$ cat config.mk
export PLATFORM = sky130hd
export DESIGN_NAME = hbus_slave
export DESIGN_NICKNAME = d
export VERILOG_FILES = /design/src/rtl/hbus_pkg.sv /design/src/rtl/hbus_sync.sv /design/src/rtl/hbus_ctrl.sv /design/src/rtl/hbus_regfile.sv /design/src/rtl/hbus_slave.sv
export SDC_FILE = /design/constraint.sdc
export NUM_CORES = 1
export LEC_CHECK = 0
export CAP_MARGIN = 0
export CORE_ASPECT_RATIO = 0.8
export CORE_MARGIN = 4
export CORE_UTILIZATION = 30
export DETAILED_ROUTE_END_ITERATION = 8
export SLEW_MARGIN = 20
export SYNTH_ARGS = -nofsm -noshare
export SYNTH_HDL_FRONTEND = slang
export SYNTH_SLANG_ARGS = --single-unit
$ cat constraint.sdc
create_clock -name clk -period 2.9 [get_ports clk]
set_clock_uncertainty 0.1 [all_clocks]
set_input_delay 0.87 -clock clk [delete_from_list [all_inputs] [get_ports clk]]
set_output_delay 0.87 -clock clk [all_outputs]
set_load 0.02 [all_outputs]
$ cat src/rtl/hbus_pkg.sv
package hbus_pkg;
  typedef enum logic [1:0] {
    HB_IDLE = 2'd0,
    HB_WORK = 2'd1,
    HB_DONE = 2'd2
  } hb_state_e;

  localparam logic MODE_STROBE = 1'b0;
  localparam logic MODE_WAIT   = 1'b1;
endpackage

$ cat src/rtl/hbus_sync.sv
module hbus_sync #(
  parameter int W = 2
) (
  input  logic         clk,
  input  logic         rst_n,
  input  logic [W-1:0] din,
  output logic [W-1:0] dout
);
  logic [W-1:0] meta;

  always_ff @(posedge clk or negedge rst_n) begin
    if (!rst_n) begin
      meta <= '1;
      dout <= '1;
    end else begin
      meta <= din;
      dout <= meta;
    end
  end
endmodule

$ cat src/rtl/hbus_ctrl.sv
module hbus_ctrl
  import hbus_pkg::*;
#(
  parameter int ADDR_W  = 4,
  parameter int DATA_W  = 32,
  parameter int NREG    = 8,
  parameter int ACC_LAT = 2
) (
  input  logic              clk,
  input  logic              rst_n,
  input  logic              sel,
  input  logic              mode_in,
  input  logic              rd_in,
  input  logic [1:0]        sz_in,
  input  logic [ADDR_W-1:0] addr_in,
  input  logic [DATA_W-1:0] wdata_in,
  output logic              active,
  output logic              done,
  output logic              commit,
  output logic              mode_q,
  output logic              rd_q,
  output logic              valid_q,
  output logic [1:0]        sz_q,
  output logic [ADDR_W-1:0] addr_q,
  output logic [DATA_W-1:0] wdata_q
);
  localparam int CNT_W = (ACC_LAT > 1) ? $clog2(ACC_LAT) : 1;
  localparam logic [CNT_W-1:0] CNT_LAST = CNT_W'(ACC_LAT - 1);
  localparam logic [ADDR_W:0]  ADDR_LIM = (ADDR_W+1)'(NREG);

  hb_state_e        state;
  logic [CNT_W-1:0] cnt;

  assign active = (state != HB_IDLE);
  assign done   = (state == HB_DONE);
  assign commit = (state == HB_WORK) && (cnt == CNT_LAST);

  always_ff @(posedge clk or negedge rst_n) begin
    if (!rst_n) begin
      state   <= HB_IDLE;
      cnt     <= '0;
      mode_q  <= MODE_STROBE;
      rd_q    <= 1'b0;
      valid_q <= 1'b0;
      sz_q    <= '1;
      addr_q  <= '0;
      wdata_q <= '0;
    end else begin
      case (state)
        HB_IDLE: if (sel) begin
          state   <= HB_WORK;
          cnt     <= '0;
          mode_q  <= mode_in;
          rd_q    <= rd_in;
          sz_q    <= sz_in;
          addr_q  <= addr_in;
          wdata_q <= wdata_in;
          valid_q <= ({1'b0, addr_in} < ADDR_LIM);
        end
        HB_WORK: begin
          if (cnt == CNT_LAST) state <= HB_DONE;
          else                 cnt   <= cnt + 1'b1;
        end
        HB_DONE: if (!sel) state <= HB_IDLE;
        default: state <= HB_IDLE;
      endcase
    end
  end
endmodule

$ cat src/rtl/hbus_regfile.sv
module hbus_regfile #(
  parameter int ADDR_W = 4,
  parameter int DATA_W = 32,
  parameter int NREG   = 8
) (
  input  logic                clk,
  input  logic                rst_n,
  input  logic                we,
  input  logic [ADDR_W-1:0]   addr,
  input  logic [DATA_W/8-1:0] lane_mask,
  input  logic [DATA_W-1:0]   wdata,
  output logic [DATA_W-1:0]   rdata
);
  localparam int LANES = DATA_W / 8;

  logic [DATA_W-1:0] regs [NREG];

  for (genvar g = 0; g < NREG; g++) begin : g_reg
    for (genvar b = 0; b < LANES; b++) begin : g_lane
      always_ff @(posedge clk or negedge rst_n) begin
        if (!rst_n)
          regs[g][b*8 +: 8] <= '0;
        else if (we && lane_mask[b] && (addr == ADDR_W'(g)))
          regs[g][b*8 +: 8] <= wdata[b*8 +: 8];
      end
    end
  end

  always_comb begin
    rdata = '0;
    for (int i = 0; i < NREG; i++)
      if (addr == ADDR_W'(i)) rdata = regs[i];
  end
endmodule

$ cat src/rtl/hbus_slave.sv
module hbus_slave
  import hbus_pkg::*;
#(
  parameter int ADDR_W  = 4,
  parameter int DATA_W  = 32,
  parameter int NREG    = 8,
  parameter int ACC_LAT = 2
) (
  input  logic              clk,
  input  logic              rst_n,
  input  logic              bus_mode,
  input  logic              cs_n,
  input  logic              ds_n,
  input  logic              rd_wr,
  input  logic [1:0]        sz_n,
  input  logic [ADDR_W-1:0] addr,
  input  logic [DATA_W-1:0] wdata,
  output logic [DATA_W-1:0] rdata,
  output logic              rdata_oe,
  output logic              ack_n,
  output logic              ack_oe,
  output logic              wait_n,
  output logic              wait_oe,
  output logic              berr_n,
  output logic              berr_oe
);
  localparam int LANES = DATA_W / 8;

  logic [1:0]        strb_s;
  logic              sel;
  logic              active, done, commit, mode_q, rd_q, valid_q;
  logic [1:0]        sz_q;
  logic [ADDR_W-1:0] addr_q;
  logic [DATA_W-1:0] wdata_q, rf_rdata, rdata_q;
  logic [LANES-1:0]  lane_mask;

  hbus_sync #(.W(2)) u_sync (
    .clk  (clk),
    .rst_n(rst_n),
    .din  ({cs_n, ds_n}),
    .dout (strb_s)
  );

  assign sel = (strb_s == 2'b00);

  hbus_ctrl #(
    .ADDR_W(ADDR_W), .DATA_W(DATA_W), .NREG(NREG), .ACC_LAT(ACC_LAT)
  ) u_ctrl (
    .clk     (clk),
    .rst_n   (rst_n),
    .sel     (sel),
    .mode_in (bus_mode),
    .rd_in   (rd_wr),
    .sz_in   (sz_n),
    .addr_in (addr),
    .wdata_in(wdata),
    .active  (active),
    .done    (done),
    .commit  (commit),
    .mode_q  (mode_q),
    .rd_q    (rd_q),
    .valid_q (valid_q),
    .sz_q    (sz_q),
    .addr_q  (addr_q),
    .wdata_q (wdata_q)
  );

  // Lanes 0 and 1 follow their own select; the upper lanes need both.
  for (genvar b = 0; b < LANES; b++) begin : g_mask
    if (b < 2) begin : g_low
      assign lane_mask[b] = !sz_q[b];
    end else begin : g_high
      assign lane_mask[b] = (sz_q == 2'b00);
    end
  end

  hbus_regfile #(.ADDR_W(ADDR_W), .DATA_W(DATA_W), .NREG(NREG)) u_rf (
    .clk      (clk),
    .rst_n    (rst_n),
    .we       (commit && !rd_q && valid_q),
    .addr     (addr_q),
    .lane_mask(lane_mask),
    .wdata    (wdata_q),
    .rdata    (rf_rdata)
  );

  always_ff @(posedge clk or negedge rst_n) begin
    if (!rst_n)                        rdata_q <= '0;
    else if (commit && rd_q && valid_q) rdata_q <= rf_rdata;
  end

  assign rdata    = rdata_q;
  assign rdata_oe = done && rd_q && valid_q;
  assign ack_oe   = active;
  assign ack_n    = !(done && ((mode_q == MODE_WAIT) || valid_q));
  assign wait_oe  = active && (mode_q == MODE_WAIT);
  assign wait_n   = !(wait_oe && !done);
  assign berr_oe  = active;
  assign berr_n   = !(done && !valid_q);
endmodule

==> impl_metrics.tcl, run 1 <==
set metrics [dict create \
    synth.distinct_cells 58 \
    pre_cts_slack_ns 0.377 \
    syn_to_final_growth_pct 20.5 \
    layout_commonest_cell "dfrtp_1" \
    first_iter_violations 684 \
    io_pins 83 \
    timing.rr.end "u_rf.regs[107]" \
    drive_gt1_share_pct 32.7 \
    n_fill_cell 4810 \
    power_mw 16.7 \
    maxSlewViolCount 0 \
    cap_violations 0 \
    crit_end "rdata_oe" \
    cts_made_buffers 36 \
    layout.cells.non_filler 2016 \
    min_path_type "input pin to asynchronous set/reset pin" \
    die_area_sq_um 54400 \
    syn_area_per_cell_sq_um 12.4 \
    reg2reg_slack_ns 0.34 \
    layout.area.seq_sq_um 8420 \
    relSlewSlack_pct 46.3 \
    synthArstFlopShare_pct 100 \
    cp.required_ns 1.93 \
    fp-row-count 73 \
    rr_worst_depth 4 \
    num_vias 9996 \
    slowest_delay_ns 0.45 \
    synth_nets 1267 \
    min_period_over_period_pct 94.3 \
    leakagePower_nw 8.54 \
    drc 0 \
    diodes 0 \
    reg2reg_from "u_ctrl.state[1]" \
    criticalPathCategory "flip-flop to output pin" \
    cts.sinks 336 \
    cp.depth 3 \
    cts_buffer_depth 3 \
    final_hold_viol_count 0 \
    cp.arrival_ns 1.76 \
    cts-root-buf "clkbuf_16" \
    critPathBufInv 1 \
    p_per_area_nw_per_um2 909 \
    grt_use_total_pct 14.7 \
    crit_slowest_cell "dfrtp_1" \
    wl_met3_mm 1.79 \
    core-area_sq_um 50000 \
    outcome "finished, final reports clean" \
    grt_max_degree 66 \
    postCtsSetupBuffers 0 \
    route.met2.wl_mm 17.5 \
    die-width_microns 260 \
    globalplace.congestion 0.768 \
    irDropWorstVdd_mv 0.536 \
    overflow 0 \
    critPathMaxFanout 7 \
    placedCellCount 1950 \
    clkLatencyLatePin_ns 0.52 \
    grt_pass1_wl_mm 62.9 \
    worstMarginPinSlew_ns 0.802 \
    initial_utilization_pct 30.5 \
    clk_pin_slew_ns 0.06 \
    ys_ff_latch 336 \
    wl_met1_mm 19.9 \
    fin_nets 1357 \
    synth_flop_cell "dfrtp_1" \
    multi_input_area_sq_um 6480 \
    critPathLaunch "u_ctrl.state[0]" \
    antenna_found_initial 0 \
    htreeDepth 2 \
    first_global_vias 10300 \
    wl_per_cell_microns 19.8 \
    first_pass_iters 5 \
    crit_chain "and2b_2, and3_1, dlygate4sd2_1" \
    setup_violations 0 \
    layout_common_cells "dfrtp_1 (327), mux2_2 (281), nand2_1 (154), clkdlybuf4s50_1 (75), o21ai_0 (56)" \
    end_kind "output pin" \
    rsz0062_at_grt "no" \
    wl_mm 39.9 \
    top_layer_used "met4" \
    synth_edf_count 0 \
    io_buffers 82 \
    cts_hold_buf 0 \
    setup_ws_ns 0.165 \
    ys_seq_area_share_pct 55.3 \
    min_period_ns 2.73 \
    cts_tree "done" \
    cpLargestDelayFamily "flip-flops" \
    tns_ns 0 \
    fmax_mhz 366 \
    start_kind "flip-flop" \
    dpl.hpwl_mm 25.6 \
    synth_area_sq_um 15200 \
    ant_nets 0 \
    fp.dieH_microns 210 \
    vias_per_cell 4.96 \
    postSynthCellCount 1223 \
    synth_warnings 0 \
]
==> layout make-up <==
| class | instances | share of cell area (%) |
|---|---|---|
| clock inverter | 10 | 0.873 |
| timing repair buffer | 132 | 7.30 |
| clock buffer | 56 | 5.93 |
| inverter | 3 | 0.0614 |
| multi-input combinational | 804 | 35.3 |
| tap | 675 | 4.60 |
| sequential | 336 | 45.9 |
==> routing by layer <==
layer  up-vias  GRT usage (%)
li1       4592              -
met1      5152           21.9
met2       202           22.1
met3        50           2.62
met4         0           3.55
met5         -              0
==> worst reg2reg max path: cells and delay by family, from the launching register on <==
kind             cells  cell delay [ns]
DFF                  1             0.42
muxes                1             0.40
and+or+nand+nor      3             1.52
==> cell usage after synthesis, drive strengths merged, types with 2 or more instances <==
cell / count / area, sq um
dfstp: 6 / 158
and2b: 2 / 17.5
o21ai: 56 / 280
mux2: 281 / 3160
nand2b: 5 / 31.3
o22a: 23 / 201
inv: 2 / 7.51
a221o: 2 / 20.0
clkbuf: 46 / 173
buf: 34 / 174
a22o: 25 / 219
o22ai: 23 / 144
nand2: 154 / 578
nor2b: 28 / 175
o32ai: 4 / 35.0
o31ai: 2 / 15.0
a211oi: 4 / 30.0
nor4: 5 / 106
a31oi: 2 / 12.5
and3: 4 / 25.0
nor2: 43 / 171
a21oi: 29 / 145
dfrtp: 330 / 8260
mux2i: 39 / 390
and4b: 3 / 31.3
mux4: 4 / 90.1
nor3: 10 / 100
a2111oi: 4 / 35.0
nand3: 7 / 65.1
nand4: 2 / 27.5
a22oi: 24 / 180
or2: 4 / 25.0
==> repair_timing <==
item                                    in CTS  in global routing
endpoints found under the setup margin       6                  2
pin swaps                                    0                  0
gates cloned                                 0                  0
gates resized for setup                      5                  2
==> registers in the layout, indices dropped and copies added (netlist names), 2 cells and up <==
register / cells
u_ctrl.addr_q: 4
u_rf.regs: 256
u_ctrl.wdata_q: 32
rdata: 32
u_sync.dout: 2
u_ctrl.state: 2
u_sync.meta: 2
u_ctrl.sz_q: 2
==> through the flow <==
| stage | util (%) | hold slack (ns) | area (sq um) |
|---|---|---|---|
| after CTS | 36.7 | 0.240 | 18300 |
| final | 36.7 | 0.214 | 18300 |
| after global routing | 36.7 | 0.258 | 18300 |
| after floorplan | - | 0.245 | 15200 |
| after global placement | 34.2 | 0.248 | 17100 |
| after detailed placement | 34.2 | 0.247 | 17100 |
==> worst min-delay path by stage <==
stage	from	to	slack, ns	depth (start not counted)
2_1_floorplan	u_sync.meta[0]	u_sync.dout[0]	0.25	0
3_3_place_gp	u_sync.meta[0]	u_sync.dout[0]	0.25	0
3_5_place_dp	u_sync.meta[0]	u_sync.dout[0]	0.25	0
4_1_cts	rst_n	u_rf.regs[63]	0.24	1
5_1_grt	rst_n	u_rf.regs[204]	0.26	1
6_report	rst_n	u_rf.regs[204]	0.21	1
==> where the power goes <==
group	internal [mW]	total, mW	switching, mW
registers	5.76	6.94	1.18
logic	2.12	4.94	2.82
clock network	2.94	4.81	1.87
==> logic make-up (layout without fill, tap and decap cells) <==
kind of cell | Yosys count | in the layout | synth area share, %
flip-flops | 336 | 336 | 55.3
AND/OR/NAND/NOR | 274 | 274 | 9.29
multiplexers | 324 | 324 | 23.9
AO/OA/AOI/OAI | 206 | 206 | 9.15
buffers and inverters | 83 | 201 | 2.35
Power figures use the tool's default switching activity.
==> inputs of run 2 (changes only) <==
SKIP_CTS_REPAIR_TIMING = 1   (was unset)
==> run 2 against run 1 <==
  * Critical path depth down 1
  * First-iteration DRC count increased by 0.15%
  * Flip-flop and latch count stayed put
  * Core utilization about the same
  * Combinational power is essentially flat
  * Critical path type unchanged
  * Setup slack better by 0.095 ns
  * Die area is the same
  * Global-route usage did not move
  * Register-to-register slack barely moved
  * Sequential power about the same
  * Non-clock buffer count is the same
==> impl_metrics.tcl, run 2 (synthesized netlist as in run 1, its figures left out) <==
set metrics [dict create \
    leakagePower_nw 8.57 \
    clkLatencyLatePin_ns 0.52 \
    die-width_microns 260 \
    criticalPathCategory "flip-flop to output pin" \
    fmax_mhz 379 \
    irDropWorstVdd_mv 0.539 \
    largest_register "u_rf.regs" \
    outcome "finished, final reports clean" \
    final_hold_viol_count 0 \
    die_area_sq_um 54400 \
    rsz0062_at_grt "no" \
    cts.sinks 336 \
    layout_commonest_cell "dfrtp_1" \
    power_frac_clock_pct 28.8 \
    critPathMaxFanout 7 \
    htreeDepth 2 \
    first_global_vias 10300 \
    maxSlewViolCount 0 \
    layout_common_cells "dfrtp_1 (327), mux2_2 (281), nand2_1 (154), clkdlybuf4s50_1 (75), o21ai_0 (56)" \
    ant_nets 0 \
    cts-root-buf "clkbuf_16" \
    timing.rr.end "u_rf.regs[107]" \
    vias_per_cell 4.97 \
    min_path_type "input pin to asynchronous set/reset pin" \
    relSlewSlack_pct 46.2 \
    first_pass_iters 5 \
    seqPwrFrac_pct 41.6 \
    fp-row-count 73 \
    clk_pin_slew_ns 0.06 \
    initial_utilization_pct 30.5 \
    cp.required_ns 1.93 \
    first_iter_violations 685 \
    syn_to_final_growth_pct 20.6 \
    comb_power_share_pct 29.6 \
    overflow 0 \
    dpl.hpwl_mm 25.6 \
    end_kind "output pin" \
    cap_violations 0 \
    worstMarginPinSlew_ns 0.804 \
    fin_nets 1357 \
    intPower_mw 10.8 \
    diodes 0 \
    grt_pass1_wl_mm 62.9 \
    setup_violations 0 \
    cts_buffer_depth 3 \
    min_period_over_period_pct 91.0 \
    num_vias 10000 \
    antenna_found_initial 0 \
    power_mw 16.7 \
    start_kind "flip-flop" \
    globalplace.congestion 0.768 \
    grt_use_total_pct 14.7 \
    min_period_ns 2.64 \
    drive_gt1_share_pct 32.7 \
    io_pins 83 \
    io_buffers 82 \
    fp.dieH_microns 210 \
    largest_reg_flops 256 \
    p_switching_mw 5.87 \
    p_per_area_nw_per_um2 909 \
    reg2reg_slack_ns 0.34 \
    grt_max_degree 66 \
    rr_worst_depth 4 \
    p_sw_share_pct 35.1 \
    wl_per_cell_microns 19.8 \
    cts_tree "done" \
    cp.arrival_ns 1.67 \
    reg2reg_from "u_ctrl.state[1]" \
    wl_mm 39.9 \
    cts_made_buffers 36 \
    core-area_sq_um 50000 \
    utilization_pct 36.8 \
    drc 0 \
]
==> run 2: stage by stage <==
| stage | worst slack, ns | hold WS, ns | TNS, ns | instance area, sq um | cells |
|---|---|---|---|---|---|
| floorplan | 0.804 | 0.245 | 0 | 15200 | 1223 |
| global placement | 0.396 | 0.248 | 0 | 17100 | 1950 |
| detailed placement | 0.377 | 0.247 | 0 | 17100 | 1950 |
| CTS | -0.153 | 0.240 | -0.516 | 18300 | 2016 |
| global route | 0.180 | 0.258 | 0 | 18400 | 2016 |
| finish | 0.260 | 0.215 | 0 | 18400 | 2016 |
==> run 2: worst max path at each step <==
stage                    start              to  cells after the start
3_3_place_gp   u_ctrl.state[1]       rdata[20]                      5
5_1_grt        u_ctrl.state[0]          wait_n                      2
4_1_cts        u_ctrl.state[0]         wait_oe                      3
6_report       u_ctrl.state[0]          wait_n                      2
3_5_place_dp   u_ctrl.state[1]  u_rf.regs[110]                      4
2_1_floorplan  u_ctrl.state[1]  u_rf.regs[136]                      5
==> run 2: cell type report <==
class | count | area [sq um]
inverter | 3 | 11.3
timing repair buffer | 132 | 1350
clock inverter | 10 | 160
fill | 4806 | 31600
multi-input combinational | 804 | 6480
clock buffer | 56 | 1090
tap | 675 | 845
sequential | 336 | 8420
==> run 2: routing by layer <==
metal,global-route usage [%],vias up,share of wire [%]
li1,-,4593,-
met1,21.9,5157,50
met2,22.1,212,44
met3,2.62,50,4.4
met4,3.55,0,1.9
met5,0,-,0
==> run 2: power by group through the flow <==
stage	registers (mW)	clock network, mW	logic, mW
2_1_floorplan	6.65	0	3.20
3_3_place_gp	6.96	0	4.93
3_5_place_dp	7.01	0	4.98
4_1_cts	6.94	4.93	5.00
5_1_grt	7.12	5.14	5.39
6_report	6.94	4.81	4.95
==> run 2: critical path: stages, from the launching register on <==
cell and delay [ns]:
dfrtp_1 0.45, nand2_1 0.10, clkdlybuf4s50_1 0.60
==> inputs of run 3 (changes only) <==
CTS_CLUSTER_SIZE = 14   (was unset)
==> run 3 against run 2 <==
  * Global-route usage stayed put
  * Sequential power about the same
  * Maximum frequency about the same
  * Die area stayed put
  * Clock-buffer cell count is the same
  * First-iteration DRC count rose by 3.1%
  * Flip-flop and latch count did not move
  * Sequential share of layout area unchanged
  * Core utilization is the same
==> impl_metrics.tcl, run 3 (synthesized netlist as in run 1, its figures left out) <==
set metrics [dict create \
    num_vias 9973 \
    tns_ns 0 \
    outcome "finished, final reports clean" \
    drc 0 \
    htreeDepth 2 \
    cap_violations 0 \
    die_area_sq_um 54400 \
    maxSlewViolCount 0 \
    setup_ws_ns 0.260 \
    io_pins 83 \
    fp.dieH_microns 210 \
    criticalPathCategory "flip-flop to output pin" \
    setup_violations 0 \
    rr_worst_depth 4 \
    cts.sinks 336 \
    initial_utilization_pct 30.5 \
    multi_input_area_sq_um 6480 \
    io_buffers 82 \
    layout.area.seq_sq_um 8420 \
    cts_tree "done" \
    diodes 0 \
    power_mw 16.7 \
    first_iter_violations 706 \
    min_period_ns 2.64 \
    n_fill_cell 4806 \
    fmax_mhz 379 \
    irDropWorstVdd_mv 0.533 \
    fin_nets 1357 \
    ant_nets 0 \
    first_global_vias 10300 \
    dpl.hpwl_mm 25.6 \
    layout_commonest_cell "dfrtp_1" \
    reg2reg_slack_ns 0.36 \
    core-area_sq_um 50000 \
    drive_gt1_share_pct 32.7 \
    rsz0062_at_grt "no" \
    vias_per_cell 4.95 \
    cts_buffer_depth 3 \
    cts_made_buffers 36 \
    overflow 0 \
    wl_mm 39.9 \
    clkLatencyLatePin_ns 0.52 \
    cts-root-buf "clkbuf_16" \
    relSlewSlack_pct 46.0 \
    grt_pass1_wl_mm 62.9 \
    min_period_over_period_pct 91.0 \
    leakagePower_nw 8.57 \
    largest_register "u_rf.regs" \
    final_hold_viol_count 0 \
    critPathMaxFanout 7 \
    globalplace.congestion 0.768 \
    layout_common_cells "dfrtp_1 (327), mux2_2 (281), nand2_1 (154), clkdlybuf4s50_1 (75), o21ai_0 (56)" \
    cp.arrival_ns 1.67 \
    critPathLaunch "u_ctrl.state[0]" \
    p_per_area_nw_per_um2 909 \
    clk_pin_slew_ns 0.06 \
    fp-row-count 73 \
    first_pass_iters 5 \
    start_kind "flip-flop" \
    reg2reg_from "u_ctrl.state[1]" \
    largest_reg_flops 256 \
    syn_to_final_growth_pct 20.6 \
    grt_max_degree 66 \
    cp.required_ns 1.93 \
    die-width_microns 260 \
    end_kind "output pin" \
    pre_cts_slack_ns 0.377 \
    wl_per_cell_microns 19.8 \
    min_path_type "input pin to asynchronous set/reset pin" \
    grt_use_total_pct 14.7 \
    antenna_found_initial 0 \
    worstMarginPinSlew_ns 0.807 \
]
## run 3: cell counts in the layout (fill, tap and decap cells not counted)
Identical to the previous run, type by type.
## run 3: per-layer routing
metal,track usage (%),up-vias,wire [microns]
li1,-,4591,-
met1,21.9,5121,19900
met2,22.1,208,17400
met3,2.62,53,1760
met4,3.55,0,792
met5,0,-,0
## run 3: layout make-up
type / count / area share [%]
tap: 675 / 4.60
inverter: 3 / 0.0613
sequential: 336 / 45.9
clock inverter: 10 / 0.872
timing repair buffer: 132 / 7.37
multi-input combinational: 804 / 35.3
clock buffer: 56 / 5.92
## run 3: per-stage QoR
| step | cell area (sq um) | hold slack (ns) | cells | utilization [%] |
|---|---|---|---|---|
| finish | 18400 | 0.212 | 2016 | 36.8 |
| global route | 18400 | 0.258 | 2016 | 36.8 |
| CTS | 18300 | 0.240 | 2016 | 36.7 |
| detailed placement | 17100 | 0.247 | 1950 | 34.2 |
| global placement | 17100 | 0.248 | 1950 | 34.2 |
| floorplan | 15200 | 0.245 | 1223 | - |
## run 3: critical path: stages, from the launching register on
cell             delay, ns
dfrtp_1               0.45
nand2_1               0.10
clkdlybuf4s50_1       0.60
## run 3: worst paths after layout
| path | to |
|---|---|
| setup / recovery | wait_n |
| hold / removal | u_rf.regs[204] |
| setup reg to reg | u_rf.regs[110] |
| max in group asynchronous | u_sync.meta[0] |
| min in group clk | u_sync.dout[0] |
| hold reg to reg | u_sync.dout[0] |
## run 3: where the power goes
| group | switching [mW] | internal (mW) |
|---|---|---|
| sequential | 1.18 | 5.76 |
| combinational | 2.81 | 2.13 |
| clock | 1.87 | 2.94 |
